`config.mk`:
```
export PLATFORM = sky130hd
export DESIGN_NAME = i2cb_top
export DESIGN_NICKNAME = d
export VERILOG_FILES = /design/src/rtl/i2cb_pkg.sv /design/src/rtl/i2cb_sync.sv /design/src/rtl/i2cb_cond_det.sv /design/src/rtl/i2cb_handshake_fsm.sv /design/src/rtl/i2cb_top.sv
export SDC_FILE = /design/constraint.sdc
export NUM_CORES = 1
export LEC_CHECK = 0
export ABC_AREA = 0
export BUFFER_PORTS_ARGS = -buffer_cell sky130_fd_sc_hd__buf_4
export CORE_MARGIN = 8
export CORE_UTILIZATION = 53
export DETAILED_ROUTE_END_ITERATION = 8
export HOLD_SLACK_MARGIN = 0.06
export PLACE_DENSITY = 0.87
export REMOVE_ABC_BUFFERS = 1
export SLEW_MARGIN = 10
export SYNTH_ARGS = -nofsm -noshare
export SYNTH_HDL_FRONTEND = slang
export SYNTH_HIERARCHICAL = 1
export SYNTH_SLANG_ARGS = --single-unit
```
`constraint.sdc`:
```
create_clock -name clk -period 3.7 [get_ports clk]
set_input_delay 0.555 -clock clk [delete_from_list [all_inputs] [get_ports clk]]
set_output_delay 0.555 -clock clk [all_outputs]
set_load 0.01 [all_outputs]
```
`src/rtl/i2cb_pkg.sv`:
```
package i2cb_pkg;

    typedef enum logic [1:0] {
        HS_RUN        = 2'd0,
        HS_READY_HIGH = 2'd1,
        HS_STRETCH    = 2'd2
    } hs_state_t;

    typedef enum logic [1:0] {
        REG_STAT = 2'd0,
        REG_DATA = 2'd1,
        REG_CFG  = 2'd2,
        REG_NONE = 2'd3
    } reg_sel_t;

    // status read bit positions
    localparam int ST_RDAT  = 7;
    localparam int ST_ATTN  = 6;
    localparam int ST_DRDY  = 5;
    localparam int ST_ARBL  = 4;
    localparam int ST_START = 3;
    localparam int ST_STOP  = 2;
    localparam int ST_FRAME = 1;

    // status write (clear) bit positions
    localparam int CL_DRDY  = 0;
    localparam int CL_ARBL  = 1;
    localparam int CL_START = 2;
    localparam int CL_STOP  = 3;

    // configuration bit positions
    localparam int CF_MASTER = 0;
    localparam int CF_IE     = 1;
    localparam int CF_GIE    = 2;

endpackage

```
`src/rtl/i2cb_sync.sv`:
```
module i2cb_sync #(
    parameter int STAGES = 2,
    parameter int WIDTH  = 2
) (
    input  logic             clk,
    input  logic             rst_n,
    input  logic [WIDTH-1:0] d_i,
    output logic [WIDTH-1:0] q_o
);

    for (genvar g = 0; g < STAGES; g++) begin : g_stage
        logic [WIDTH-1:0] q;
        if (g == 0) begin : g_first
            always_ff @(posedge clk or negedge rst_n) begin
                if (!rst_n) q <= '1;
                else        q <= d_i;
            end
        end else begin : g_next
            always_ff @(posedge clk or negedge rst_n) begin
                if (!rst_n) q <= '1;
                else        q <= g_stage[g-1].q;
            end
        end
    end

    assign q_o = g_stage[STAGES-1].q;

endmodule

```
`src/rtl/i2cb_cond_det.sv`:
```
module i2cb_cond_det (
    input  logic clk,
    input  logic rst_n,
    input  logic scl_s_i,
    input  logic sda_s_i,
    output logic scl_rise_o,
    output logic scl_fall_o,
    output logic start_o,
    output logic stop_o
);

    logic scl_q;
    logic sda_q;

    always_ff @(posedge clk or negedge rst_n) begin
        if (!rst_n) begin
            scl_q <= 1'b1;
            sda_q <= 1'b1;
        end else begin
            scl_q <= scl_s_i;
            sda_q <= sda_s_i;
        end
    end

    always_comb begin
        scl_rise_o = scl_s_i & ~scl_q;
        scl_fall_o = ~scl_s_i & scl_q;
        start_o    = scl_s_i & scl_q & sda_q & ~sda_s_i;
        stop_o     = scl_s_i & scl_q & ~sda_q & sda_s_i;
    end

endmodule

```
`src/rtl/i2cb_handshake_fsm.sv`:
```
module i2cb_handshake_fsm
    import i2cb_pkg::*;
(
    input  logic clk,
    input  logic rst_n,
    input  logic scl_rise_i,
    input  logic scl_fall_i,
    input  logic arm_ok_i,
    input  logic clr_i,
    output logic drdy_o,
    output logic scl_hold_o
);

    hs_state_t state_q;
    hs_state_t state_d;

    // state register
    always_ff @(posedge clk or negedge rst_n) begin
        if (!rst_n) state_q <= HS_RUN;
        else        state_q <= state_d;
    end

    // transitions
    always_comb begin
        state_d = state_q;
        unique case (state_q)
            HS_RUN: begin
                if (scl_rise_i && arm_ok_i) state_d = HS_READY_HIGH;  // RUN_TO_READY
            end
            HS_READY_HIGH: begin
                if (clr_i)           state_d = HS_RUN;                // READY_TO_RUN
                else if (scl_fall_i) state_d = HS_STRETCH;            // READY_TO_STRETCH
            end
            HS_STRETCH: begin
                if (clr_i) state_d = HS_RUN;                          // STRETCH_TO_RUN
            end
            default: state_d = HS_RUN;
        endcase
    end

    // outputs
    always_comb begin
        drdy_o     = 1'b0;
        scl_hold_o = 1'b0;
        unique case (state_q)
            HS_RUN:        ;
            HS_READY_HIGH: drdy_o = 1'b1;
            HS_STRETCH: begin
                drdy_o     = 1'b1;
                scl_hold_o = 1'b1;
            end
            default: ;
        endcase
    end

    // the hold is let go on the edge that clears data-ready
    p_release_on_clear_r4: assert property (@(posedge clk) disable iff (!rst_n)
        (scl_hold_o && clr_i) |=> !scl_hold_o);

    // the hold only starts after a falling clock edge
    p_hold_after_fall_r4: assert property (@(posedge clk) disable iff (!rst_n)
        $rose(scl_hold_o) |-> $past(scl_fall_i));

endmodule

```
`src/rtl/i2cb_top.sv`:
```
module i2cb_top
    import i2cb_pkg::*;
#(
    parameter int SYNC_STAGES = 2,
    parameter int REG_W       = 8
) (
    input  logic             clk,
    input  logic             rst_n,
    input  logic             scl_i,
    input  logic             sda_i,
    output logic             scl_oe_o,
    output logic             sda_oe_o,
    input  logic [1:0]       reg_addr_i,
    input  logic             reg_wr_i,
    input  logic             reg_rd_i,
    input  logic [REG_W-1:0] reg_wdata_i,
    output logic [REG_W-1:0] reg_rdata_o,
    output logic             irq_o
);

    localparam int MSB = REG_W - 1;

    logic [1:0] line_s;
    logic       scl_s, sda_s;
    logic       scl_rise, scl_fall, start_det, stop_det;
    logic       drdy, drdy_clr;
    logic       rdat_q, tx_q, in_frame_q;
    logic       arbl_q, start_q, stop_q;
    logic       master_q, ie_q, gie_q;
    logic       attn, arb_hit;
    logic       wr_stat, wr_data, rd_data, wr_cfg;
    reg_sel_t   sel;

    i2cb_sync #(.STAGES(SYNC_STAGES), .WIDTH(2)) u_sync (
        .clk   (clk),
        .rst_n (rst_n),
        .d_i   ({scl_i, sda_i}),
        .q_o   (line_s)
    );

    assign scl_s = line_s[1];
    assign sda_s = line_s[0];

    i2cb_cond_det u_det (
        .clk        (clk),
        .rst_n      (rst_n),
        .scl_s_i    (scl_s),
        .sda_s_i    (sda_s),
        .scl_rise_o (scl_rise),
        .scl_fall_o (scl_fall),
        .start_o    (start_det),
        .stop_o     (stop_det)
    );

    // register decode
    always_comb begin
        sel     = reg_sel_t'(reg_addr_i);
        wr_stat = reg_wr_i && (sel == REG_STAT);
        wr_data = reg_wr_i && (sel == REG_DATA);
        rd_data = reg_rd_i && (sel == REG_DATA);
        wr_cfg  = reg_wr_i && (sel == REG_CFG);
    end

    assign drdy_clr = (wr_stat && reg_wdata_i[CL_DRDY]) || wr_data || rd_data;

    i2cb_handshake_fsm u_fsm (
        .clk        (clk),
        .rst_n      (rst_n),
        .scl_rise_i (scl_rise),
        .scl_fall_i (scl_fall),
        .arm_ok_i   (master_q || in_frame_q),
        .clr_i      (drdy_clr),
        .drdy_o     (drdy),
        .scl_hold_o (scl_oe_o)
    );

    assign arb_hit = master_q && tx_q && scl_rise && !sda_s;

    // bit path and configuration
    always_ff @(posedge clk or negedge rst_n) begin
        if (!rst_n) begin
            rdat_q     <= 1'b0;
            tx_q       <= 1'b1;
            in_frame_q <= 1'b0;
            master_q   <= 1'b0;
            ie_q       <= 1'b0;
            gie_q      <= 1'b0;
        end else begin
            if (scl_rise) rdat_q <= sda_s;
            if (wr_data)  tx_q   <= reg_wdata_i[MSB];
            if (start_det)     in_frame_q <= 1'b1;
            else if (stop_det) in_frame_q <= 1'b0;
            if (wr_cfg) begin
                master_q <= reg_wdata_i[CF_MASTER];
                ie_q     <= reg_wdata_i[CF_IE];
                gie_q    <= reg_wdata_i[CF_GIE];
            end
        end
    end

    // sticky event flags: a new event wins over a clear in the same cycle
    always_ff @(posedge clk or negedge rst_n) begin
        if (!rst_n) begin
            arbl_q  <= 1'b0;
            start_q <= 1'b0;
            stop_q  <= 1'b0;
        end else begin
            if (arb_hit)                                arbl_q <= 1'b1;
            else if (wr_stat && reg_wdata_i[CL_ARBL])   arbl_q <= 1'b0;
            if (start_det)                              start_q <= 1'b1;
            else if (wr_stat && reg_wdata_i[CL_START])  start_q <= 1'b0;
            if (stop_det)                               stop_q <= 1'b1;
            else if (wr_stat && reg_wdata_i[CL_STOP])   stop_q <= 1'b0;
        end
    end

    assign attn     = drdy | arbl_q | start_q | stop_q;
    assign irq_o    = attn & ie_q & gie_q;
    assign sda_oe_o = ~tx_q;

    always_comb begin
        reg_rdata_o = '0;
        unique case (sel)
            REG_STAT: begin
                reg_rdata_o[ST_RDAT]  = rdat_q;
                reg_rdata_o[ST_ATTN]  = attn;
                reg_rdata_o[ST_DRDY]  = drdy;
                reg_rdata_o[ST_ARBL]  = arbl_q;
                reg_rdata_o[ST_START] = start_q;
                reg_rdata_o[ST_STOP]  = stop_q;
                reg_rdata_o[ST_FRAME] = in_frame_q;
            end
            REG_DATA: reg_rdata_o[MSB] = rdat_q;
            REG_CFG: begin
                reg_rdata_o[CF_MASTER] = master_q;
                reg_rdata_o[CF_IE]     = ie_q;
                reg_rdata_o[CF_GIE]    = gie_q;
            end
            REG_NONE: ;
            default: ;
        endcase
    end

    // receive bit follows the data line sampled at the rising clock edge
    p_rdat_capture_r1: assert property (@(posedge clk) disable iff (!rst_n)
        scl_rise |=> (rdat_q == $past(sda_s)));

    // an idle slave never raises data-ready
    p_idle_slave_quiet_r2: assert property (@(posedge clk) disable iff (!rst_n)
        (scl_rise && !master_q && !in_frame_q && !drdy) |=> !drdy);

    // any data register access clears data-ready
    p_data_access_clears_r3: assert property (@(posedge clk) disable iff (!rst_n)
        ((reg_wr_i || reg_rd_i) && sel == REG_DATA && !scl_rise) |=> !drdy);

    // a start opens a frame and is flagged
    p_start_flags_r5: assert property (@(posedge clk) disable iff (!rst_n)
        start_det |=> (start_q && in_frame_q));

    // released line sampled low in master mode flags arbitration loss
    p_arb_loss_r6: assert property (@(posedge clk) disable iff (!rst_n)
        (scl_rise && master_q && !sda_oe_o && !sda_s) |=> arbl_q);

    // arbitration-lost holds until its own clear bit is written
    p_arbl_sticky_r7: assert property (@(posedge clk) disable iff (!rst_n)
        (arbl_q && !(wr_stat && reg_wdata_i[CL_ARBL])) |=> arbl_q);

    // a new attention with both enables set raises the request
    p_irq_on_attn_r10: assert property (@(posedge clk) disable iff (!rst_n)
        ($rose(attn) && ie_q && gie_q) |-> irq_o);

endmodule

```
==> Word level (Yosys, flattened, before mapping) <==
Index checks and enable logic that the tools add are counted.
{ "totals": {"reg_bits": 17, "latchBits": 0, "ram_bits": 0, "mem_bits_ro": 0, "out_inout_bits": 11, "word_cells": 82, "memories": 0} }
{ "op_classes": {"add_sub_neg": 0, "mul": 0, "div_mod_pow": 0, "magnitude_cmp": 0, "n_eq_ne": 7, "shift": 0, "mux": 19, "bitwise_logic": 17, "n_reduce_logical": 25} }
{ "ops": {"columns": ["cell", "n"], "rows": [
  ["1-bit logical AND", 12],
  ["1-bit 2-to-1 mux", 12],
  ["1-bit bitwise AND", 9],
  ["2-bit 2-to-1 mux", 4],
  ["2-bit nonzero test", 4],
  ["2-bit case mux with 3 select lines", 1],
  ["1-bit inverter", 5],
  ["2-bit by 1-bit == test with 1-bit output (second input constant)", 2],
  ["2-bit == test (second input constant)", 2],
  ["2-bit zero test", 2],
  ["4-bit 2-to-1 mux", 1],
  ["2-bit case mux with 2 select lines", 1],
  ["2-bit OR reduction", 2],
  ["1-bit logical OR", 3],
  ["3-bit != test (second input constant)", 1],
  ["1-bit OR", 3],
  ["3-bit AND reduction", 1],
  ["2-bit by 1-bit != test with 1-bit output (second input constant)", 1],
  ["2-bit != test (second input constant)", 1],
  ["1-bit zero test", 1]
]} }

==> Depth between registers and ports, before layout <==
Gate-level depths: netlist of the first run.
{ "depth": {"word_depth": 8, "ltp_mapped": 5, "depth_no_buf": 5} }

==> Modules after synthesis <==
The synthesis of the first run kept the hierarchy.
{ "by_module_without_submodules": {"columns": ["module", "instances", "cells_per_inst", "area_per_inst_um2", "seq_area_each_um2"], "rows": [
  ["i2cb_top", 1, 47, 491.7, 226.5],
  ["i2cb_handshake_fsm", 1, 21, 196.4, 50.0],
  ["i2cb_sync", 1, 4, 105.1, 105.1],
  ["i2cb_cond_det", 1, 6, 85.1, 52.6]
]} }

==> Least setup slack after synthesis of the first run <==
OpenSTA, ideal clock, no wires.
{ "synth_path": {"kind": "flip-flop to output port", "from": "register u_fsm.state_q[0]", "to": "output port irq_o", "arrival_ns": 1.433, "required_time_ns": 3.145, "setup_slack_ns": 1.712, "stages_incl_launch_ff": 5, "path_buffers": 0, "path_cell_list": "dfrtp_1 -> inv_1 -> ha_1 -> or4_1 -> and3_1"} }
{ "synth_via": {"elab_chain_cells": 8} }
{ "synth_rtl": {"columns": ["element", "line", "text"], "rows": [
  ["from (decl)", "i2cb_handshake_fsm.sv:14", "hs_state_t state_q;"],
  ["from (signal assigned)", "i2cb_handshake_fsm.sv:20", "else state_q <= state_d;"],
  ["2-bit by 1-bit == test with 1-bit output / 2-bit == test (equally long branches)", "i2cb_handshake_fsm.sv:45", "unique case (state_q)"],
  ["2-bit OR reduction (no source line) (*)", null, null],
  ["1-bit 2-to-1 mux (*)", "i2cb_handshake_fsm.sv:45", null],
  ["via drdy", "i2cb_top.sv:26", "logic drdy, drdy_clr;"],
  ["1-bit OR (*) (3 in a row)", "i2cb_top.sv:117", "assign attn = drdy | arbl_q | start_q | stop_q;"],
  ["1-bit bitwise AND (*) (2 in a row)", "i2cb_top.sv:118", "assign irq_o = attn & ie_q & gie_q;"],
  ["to (decl)", "i2cb_top.sv:18", "output logic irq_o"]
]} }
Mark *: on every way through the listed nets, which the timed path passes. The rest lies on a longest branch.

==> Worst setup path in the final report of the first run <==
Same ends and word-level chain as after synthesis.

==> metrics.md, run 1 <==
| Metric | Value |
|---|---|
| Worst path max stage delay | `0.52 ns` |
| CP Max Fanout | `4` |
| Register area share after synthesis | `about half` |
| Antenna-violating nets left | `0` |
| Post-CTS Resized | `0` |
| Setup Viol. Count Final | `0` |
| Die width | `56.7 um` |
| Starting DRC count in detailed routing | `25` |
| Worst vdd ir | `0.000340 V` |
| Total GRT Usage | `a little under an eighth` |
| # rows | `14` |
| Layout Skew | `around 0.0032 ns` |
| Nets@finish | `~120` |
| Clk sink count | `17` |
| Status | `complete, no violations` |
| Power density over the cells | `between 400 and 500 mW/mm^2` |
| Fin crit period | `about 2.5 ns` |
| Number of fillers in the final layout | `about 110` |
| CP Launch Point | `u_fsm/state_q[0]` |
| Crit end category | `output port` |
| Slew @ Worst Pin | `slightly below 0.4 ns` |
| WP data required | `3.14 ns` |
| Maximum clock insertion buffer count | `2` |
| Largest net degree at the start of global routing | `18` |
| Syn. warnings | `6` |
| CTS Buf Count | `3` |
| Total number of vias | `669` |
| Wire per inst | `between 15 and 20 um` |
| Total of max-cap violations | `0` |
| RSZ-0062 raised after global routing | `false` |
| CORE AREA | `0.00152 mm^2` |
| H-tree depth | `1` |
| Slew Limit Fails | `0` |
| CP top delay family | `simple AND/OR/NAND/NOR gates` |
| Critical path type | `register to output port` |
| Antenna diodes | `0` |
| Area Growth Syn to Fin | `23.8%` |
| Routability Congestion | `between 0.7 and 0.8` |
| Endpoints failing hold | `0` |
| Crit-path slowest cell | `or4_1` |
| Clock root cell | `clkbuf_4` |
| Worst-Skew Late Latency | `0.28 ns` |
| Cts hold-fix bufs | `0` |
| RR Startpoint | `u_sync/q_o[1]` |
| WL final | `~1900 um` |
| Total Neg Setup Slack | `0 ns` |
| Tcrit/Tclk final | `67.8%` |
| Yosys reg bits | `17` |
| Worst Hold Class | `primary input to async pin` |
| Initial antenna violation count | `0` |
| Via density | `about 5.6` |
| Netlist cell types | `30` |
| CTS tree | `done` |
| Detailed placer's ending HPWL | `approximately 1500 um` |
| FMAX | `between 300 and 400 MHz` |
| Synthesized cell area | `approximately 880 um^2` |
| WP buf/inv | `2` |
| Critical Path AT | `1.95 ns` |
| Vias in the first global route | `between 700 and 800` |
| Gate Count Post-Synth | `78` |
| Leak | `0.524 nW` |
| Startpoint Class | `register` |
| # Post-CTS Setup Buffers | `0` |
| DR pass1 iterations | `4` |
| Slew HR | `73.9%` |
| Starting Density | `between 50% and 60%` |
| Worst path cell trace | `inv_1, ha_1, or4_1, and3_1, buf_4` |
| Final worst slack | `roughly 1.2 ns` |
| Global-route wire length before repair | `3130 um` |
| Chip Height | `about 57 um` |
| Place WS | `1.51 ns` |
| DRC violations left | `0` |
| Layout cells sized above 1 | `approximately 40%` |
| IO Pins | `27` |
| Gr ovfl total | `0` |
| Clock-pin slew on the worst setup and hold paths | `0.10 ns` |
| I/O Buffers | `23` |
| Syn avg cell area | `between 10 and 15 um^2` |
| Die area | `between 0.003 and 0.004 mm^2` |
-- per-layer routing --
metal  up-vias  track usage [%]  routed length (um)
met4         0             6.19                  58
met3        11             3.82                 108
met5         -                0                   0
met2        22             20.5                 974
met1       314             12.7                 710
li1        322                -                   -
-- sequential cells by signal, indices dropped and copies added (netlist names) --
| name | cells |
|---|---|
| stop_q | 1 |
| u_fsm/state_q | 2 |
| tx_q | 1 |
| in_frame_q | 1 |
| u_det/scl_q | 1 |
| master_q | 1 |
| u_sync/q_o | 2 |
| start_q | 1 |
| ie_q | 1 |
| u_sync/g_stage.q | 2 |
| u_det/sda_q | 1 |
| rdat_q | 1 |
| arbl_q | 1 |
| gie_q | 1 |
-- report_power, final --
group / leakage, nW / total (W) / internal, W / switching [W]
registers: 0.194 / 0.000245 / 0.000222 / 0.0000234
logic: 0.315 / 0.000180 / 0.0000933 / 0.0000871
clock network: 0.0150 / 0.0000975 / 0.0000418 / 0.0000557
-- path summary, 6_finish.rpt --
path	cells after the start	to	slack (ns)
worst max-delay path	5	irq_o	1.19
max in group asynchronous	1	tx_q	3.34
worst min-delay path	1	in_frame_q	0.11
worst min register to register	0	u_sync/q_o[0]	0.36
worst max register to register	4	u_fsm/state_q[1]	2.15
min in group clk	0	u_sync/q_o[0]	0.36
-- cells by family after synthesis --
kind of cell	synth area share [%]
AND/OR/NAND/NOR	20.4
flip-flops	49.4
AO/OA/AOI/OAI	11.3
buffers and inverters	4.56
multiplexers	8.69
adder cells (fa/ha/maj)	5.70
-- cells in the final DEF, fill, tap and decap left out, types with 2 or more instances in the layout --
cell type,netlist,routed
clkbuf_4,0,3
a21oi_1,2,2
nor4bb_1,2,2
and2_1,3,3
o21ai_0,4,4
nand2_1,4,4
a21o_1,2,2
nor2b_1,3,3
dfstp_2,7,7
mux2_2,5,5
dfrtp_1,10,10
inv_1,8,8
ha_1,4,4
nand3b_1,2,2
nor2_1,3,3
mux2i_1,2,2
buf_4,0,23
and4b_1,2,2
-- synth_stat cells, drive strengths merged --
| library cell | number | area [um^2] |
|---|---|---|
| mux2 | 5 | 56.3 |
| and3 | 1 | 6.26 |
| nor2 | 3 | 11.3 |
| o311ai | 1 | 8.76 |
| o21ai | 5 | 28.8 |
| inv | 8 | 30.0 |
| dfstp | 7 | 184 |
| a21oi | 2 | 10.0 |
| o31a | 1 | 8.76 |
| nand4bb | 1 | 11.3 |
| a21boi | 1 | 18.8 |
| nand3b | 2 | 15.0 |
| and4b | 2 | 20.0 |
| nand2b | 1 | 6.26 |
| and2 | 3 | 18.8 |
| or2 | 1 | 6.26 |
| nand4b | 1 | 8.76 |
| mux2i | 2 | 20.0 |
| or4 | 1 | 7.51 |
| ha | 4 | 50.1 |
| and3b | 1 | 8.76 |
| a211o | 1 | 8.76 |
| nor4bb | 2 | 20.0 |
| a21o | 2 | 15.0 |
| buf | 2 | 10.0 |
| nor2b | 3 | 18.8 |
| nor3 | 1 | 5.00 |
| dfrtp | 10 | 250 |
| nand2 | 4 | 15.0 |
-- worst reg2reg max path, stage by stage, from the launching register on --
cell and delay, ns:
dfstp_2 0.57, nor2b_1 0.36, a21boi_4 0.12, o31a_1 0.30, o21ai_2 0.13
-- layout make-up --
| type | count | area, um^2 | share of cell area (%) |
|---|---|---|---|
| clock buffer | 4 | 26.3 | 2.42 |
| sequential | 17 | 434 | 39.9 |
| timing repair buffer | 23 | 173 | 15.9 |
| tap | 16 | 20.0 | 1.84 |
| inverter | 8 | 30.0 | 2.76 |
| multi-input combinational | 51 | 404 | 37.2 |
-- through the flow --
step           hold slack (ns)  instance area, um^2  util, %  total power, W  cells
6_report                 0.113                 1090     71.3        0.000523    119
5_1_grt                  0.109                 1090     71.3        0.000560    119
3_5_place_dp             0.352                 1060     69.6        0.000427    115
3_3_place_gp             0.347                 1060     69.6        0.000419    115
4_1_cts                  0.111                 1090     71.3        0.000528    119
2_1_floorplan            0.259                  868        -        0.000358     76
(Power assumes the default switching activity.)
==> run 2, diff against run 1 <==
--- a/config.mk
+++ b/config.mk
@@ -5,13 +5,13 @@
 export SDC_FILE = /design/constraint.sdc
 export NUM_CORES = 1
 export LEC_CHECK = 0
-export ABC_AREA = 0
+export ABC_AREA = 1
 export BUFFER_PORTS_ARGS = -buffer_cell sky130_fd_sc_hd__buf_4
 export CORE_MARGIN = 8
-export CORE_UTILIZATION = 53
+export CORE_UTILIZATION = 49
 export DETAILED_ROUTE_END_ITERATION = 8
 export HOLD_SLACK_MARGIN = 0.06
-export PLACE_DENSITY = 0.87
+export PLACE_DENSITY = 0.82
 export REMOVE_ABC_BUFFERS = 1
 export SLEW_MARGIN = 10
 export SYNTH_ARGS = -nofsm -noshare
==> constraint.sdc (replaced) <==
create_clock -name clk -period 2.4 [get_ports clk]
set_input_delay 0.36 -clock clk [delete_from_list [all_inputs] [get_ports clk]]
set_output_delay 0.36 -clock clk [all_outputs]
set_load 0.01 [all_outputs]
==> run 2 against run 1 <==
Compared with the run above:
- clock power increased by 51%
- sequential cell count unchanged
- die area grew 5.6%
- sequential share of layout area shrank 0.90 points
==> metrics.md, run 2 <==
| Metric | Value |
|---|---|
| Crit end category | `output port (unchanged)` |
| Worst path cell trace | `inv_1, ha_1, nor2_1, a31oi_1, buf_4 (was inv_1, ha_1, or4_1, and3_1, buf_4)` |
| Power density over the cells | `726 mW/mm^2 (was 481 mW/mm^2)` |
| Setup Viol. Count Final | `0 (unchanged)` |
| Synthesized cell area | `876 um^2 (was 878 um^2)` |
| Gr ovfl total | `0 (unchanged)` |
| Tcrit/Tclk final | `between 70% and 80%` |
| Number of fillers in the final layout | `147 (was 108)` |
| CP Max Fanout | `3 (was 4)` |
| Die width | `58.3 um (was 56.7 um)` |
| EDFF count, synth | `0 (unchanged)` |
| WP data required | `2.04 ns (was 3.14 ns)` |
| Fin crit period | `approximately 1.8 ns` |
| Critical Path AT | `1.44 ns (was 1.95 ns)` |
| # Post-CTS Setup Buffers | `0 (unchanged)` |
| Post-synth top area share | `28.6% (was 28.5%)` |
| Total Neg Setup Slack | `0 ns (unchanged)` |
| FMAX | `555 MHz` |
| Synth top area cells | `dfrtp_1, dfstp_2, nand2_1 (was dfrtp_1, dfstp_2, mux2_2)` |
| Ys async rst share | `100% (unchanged)` |
| Largest net degree at the start of global routing | `18 (unchanged)` |
| DRC violations left | `0 (unchanged)` |
| Worst path max stage delay | `0.39 ns (was 0.52 ns)` |
| Place WS | `0.910 ns (was 1.51 ns)` |
| Top-count cell post-synth | `nand2_1 (was dfrtp_1)` |
| Via density | `4.60 (was 5.62)` |
| Worst vdd ir | `0.000445 V (was 0.000340 V)` |
| Register area share after synthesis | `49.6% (was 49.4%)` |
| Startpoint Class | `register (unchanged)` |
| CP top delay family | `flip-flops (was simple AND/OR/NAND/NOR gates)` |
| Antenna-violating nets left | `0 (unchanged)` |
| RSZ-0062 raised after global routing | `false (unchanged)` |
| H-tree depth | `1 (unchanged)` |
| Post-CTS Resized | `0 (unchanged)` |
| Netlist cell types | `16 (was 30)` |
| Hold slack | `0.178 ns (was 0.113 ns)` |
| Status | `complete, no violations (unchanged)` |
| Die area | `0.00340 mm^2 (was 0.00322 mm^2)` |
| Most common cell after layout, fill and taps aside | `nand2_1 (was buf_4)` |
| Clock root cell | `clkbuf_4 (unchanged)` |
| CTS Buf Count | `3 (unchanged)` |
| Slew HR | `84.0% (was 73.9%)` |
| Worst-Skew Late Latency | `0.28 ns (about the same)` |
| Layout cells sized above 1 | `27.7% (was 39.8%)` |
| Most frequent cells in the layout | `nand2_1, inv_1, buf_4, nor2_1, dfrtp_1 (was buf_4, dfrtp_1, inv_1, dfstp_2, mux2_2)` |
| Final worst slack | `0.597 ns (was 1.19 ns)` |
| I/O Buffers | `23 (unchanged)` |
| Syn. warnings | `6 (unchanged)` |
| Starting DRC count in detailed routing | `13 (was 25)` |
| Worst Hold Class | `primary input to register (was primary input to async pin)` |
| Chip Height | `58.3 um (was 56.7 um)` |
| Slew @ Worst Pin | `0.239 ns (was 0.391 ns)` |
| Clk sink count | `17 (unchanged)` |
| Most used DFF post-synth | `dfrtp_1 (unchanged)` |
| Yosys reg bits | `17 (unchanged)` |
| Clock-pin slew on the worst setup and hold paths | `0.09 ns (was 0.10 ns)` |
| Syn avg cell area | `7.96 um^2 (was 11.3 um^2)` |
| Antenna diodes | `0 (unchanged)` |
| Starting Density | `51.3% (was 57.6%)` |
| WP buf/inv | `2 (unchanged)` |
| Vias in the first global route | `720 (was 708)` |
| Wire per inst | `11.0 um (was 15.6 um)` |
| IO Pins | `27 (unchanged)` |
| Global-route wire length before repair | `3030 um (was 3130 um)` |
| Endpoints failing hold | `0 (unchanged)` |
| Area Growth Syn to Fin | `27.0% (was 23.8%)` |
| Critical path type | `register to output port (unchanged)` |
| Maximum clock insertion buffer count | `2 (unchanged)` |
| Yosys top cell by area | `dfrtp_1 (unchanged)` |
| Total number of vias | `746 (was 669)` |
| Detailed placer's ending HPWL | `1480 um (was 1470 um)` |
| Routability Congestion | `0.793 (was 0.760)` |
| DR pass1 iterations | `4 (unchanged)` |
| Layout Skew | `0.00163 ns (was 0.00317 ns)` |
| Initial antenna violation count | `0 (unchanged)` |
| # rows | `15 (was 14)` |
| Synth top cells by count | `nand2_1, inv_1, nor2_1 (was dfrtp_1, inv_1, dfstp_2)` |
| Gate Count Post-Synth | `110 (was 78)` |
| Leak | `0.603 nW (was 0.524 nW)` |
| CORE AREA | `0.00171 mm^2 (was 0.00152 mm^2)` |
| Total GRT Usage | `11.3% (was 12.0%)` |
| Nets@finish | `158 (was 124)` |
| Crit-path slowest cell | `dfrtp_1 (was or4_1)` |
| Total of max-cap violations | `0 (unchanged)` |
| Slew Limit Fails | `0 (unchanged)` |
| WL final | `1780 um (was 1850 um)` |
| CTS tree | `done (unchanged)` |
## run 2: changes by cell type after synthesis, moves of 3 or more
cell,delta
nand2_1,+21
nor2_1,+11
nor2b_1,-3
nand3_1,+8
mux2_2,-5
and2_1,-3
inv_1,+16
o21ai_0,+3
## run 2: layout make-up
class	count	area [um^2]	area share (%)
timing repair buffer	24	183	16.4
inverter	24	90.1	8.10
multi-input combinational	68	347	31.2
tap	25	31.3	2.81
sequential	17	434	39.0
clock inverter	1	5.00	0.450
clock buffer	3	22.5	2.02
## run 2: repair_timing
item | 4_1_cts | 5_1_grt
endpoints found under the setup margin | 0 | 0
hold endpoints to repair | 10 | 0
hold buffers | 1 | 0
## run 2: per-stage QoR
stage	utilization, %	total power [W]	cell area, um^2	std cells
2_1_floorplan	-	0.000559	871	109
4_1_cts	65.1	0.000819	1110	162
3_3_place_gp	62.9	0.000654	1070	157
3_5_place_dp	62.9	0.000664	1070	157
5_1_grt	65.1	0.000877	1110	162
6_report	65.1	0.000807	1110	162
## run 2: worst paths after layout
path                       depth (start not counted)  slack (ns)                endpoint                    from
min in group asynchronous                          2        0.50                   gie_q                   rst_n
setup / recovery                                   5        0.60          reg_rdata_o[6]        u_fsm/state_q[0]
hold reg to reg                                    0        0.36           u_sync/q_o[1]  u_sync/g_stage[0].q[1]
setup reg to reg                                   7        1.20        u_fsm/state_q[0]           u_sync/q_o[1]
max in group asynchronous                          2        1.66             u_det/scl_q                   rst_n
hold / removal                                     1        0.18  u_sync/g_stage[0].q[0]                   sda_i
## run 2: cells by family (layout without fill, tap and decap cells)
group / Yosys count / count (layout) / synth area share, %
AND/OR/NAND/NOR: 54 / 54 / 27.9
AO/OA/AOI/OAI: 10 / 10 / 6.00
buffers and inverters: 25 / 52 / 10.9
flip-flops: 17 / 17 / 49.6
adder cells (fa/ha/maj): 4 / 4 / 5.71
## run 2: layer usage
| layer | GRT usage (%) | vias up | share of wire, % |
|---|---|---|---|
| met5 | 0 | - | 0 |
| met4 | 5.24 | 0 | 0.73 |
| met3 | 2.43 | 2 | 4.4 |
| met2 | 19.4 | 12 | 50 |
| met1 | 13.0 | 342 | 44 |
| li1 | - | 390 | - |
## run 2: power by group
group | internal [W] | total [W] | leakage, nW | switching, W
logic | 0.000122 | 0.000286 | 0.390 | 0.000164
registers | 0.000341 | 0.000375 | 0.195 | 0.0000342
clock network | 0.0000618 | 0.000147 | 0.0177 | 0.0000849
## run 2: worst register-to-register path, cell delays in order (launching register included)
cell	delay, ns
dfstp_2	0.56
inv_1	0.04
nor2_1	0.12
nand2_1	0.07
nand2_1	0.11
nand3_2	0.09
nand2_1	0.06
nand2_1	0.05
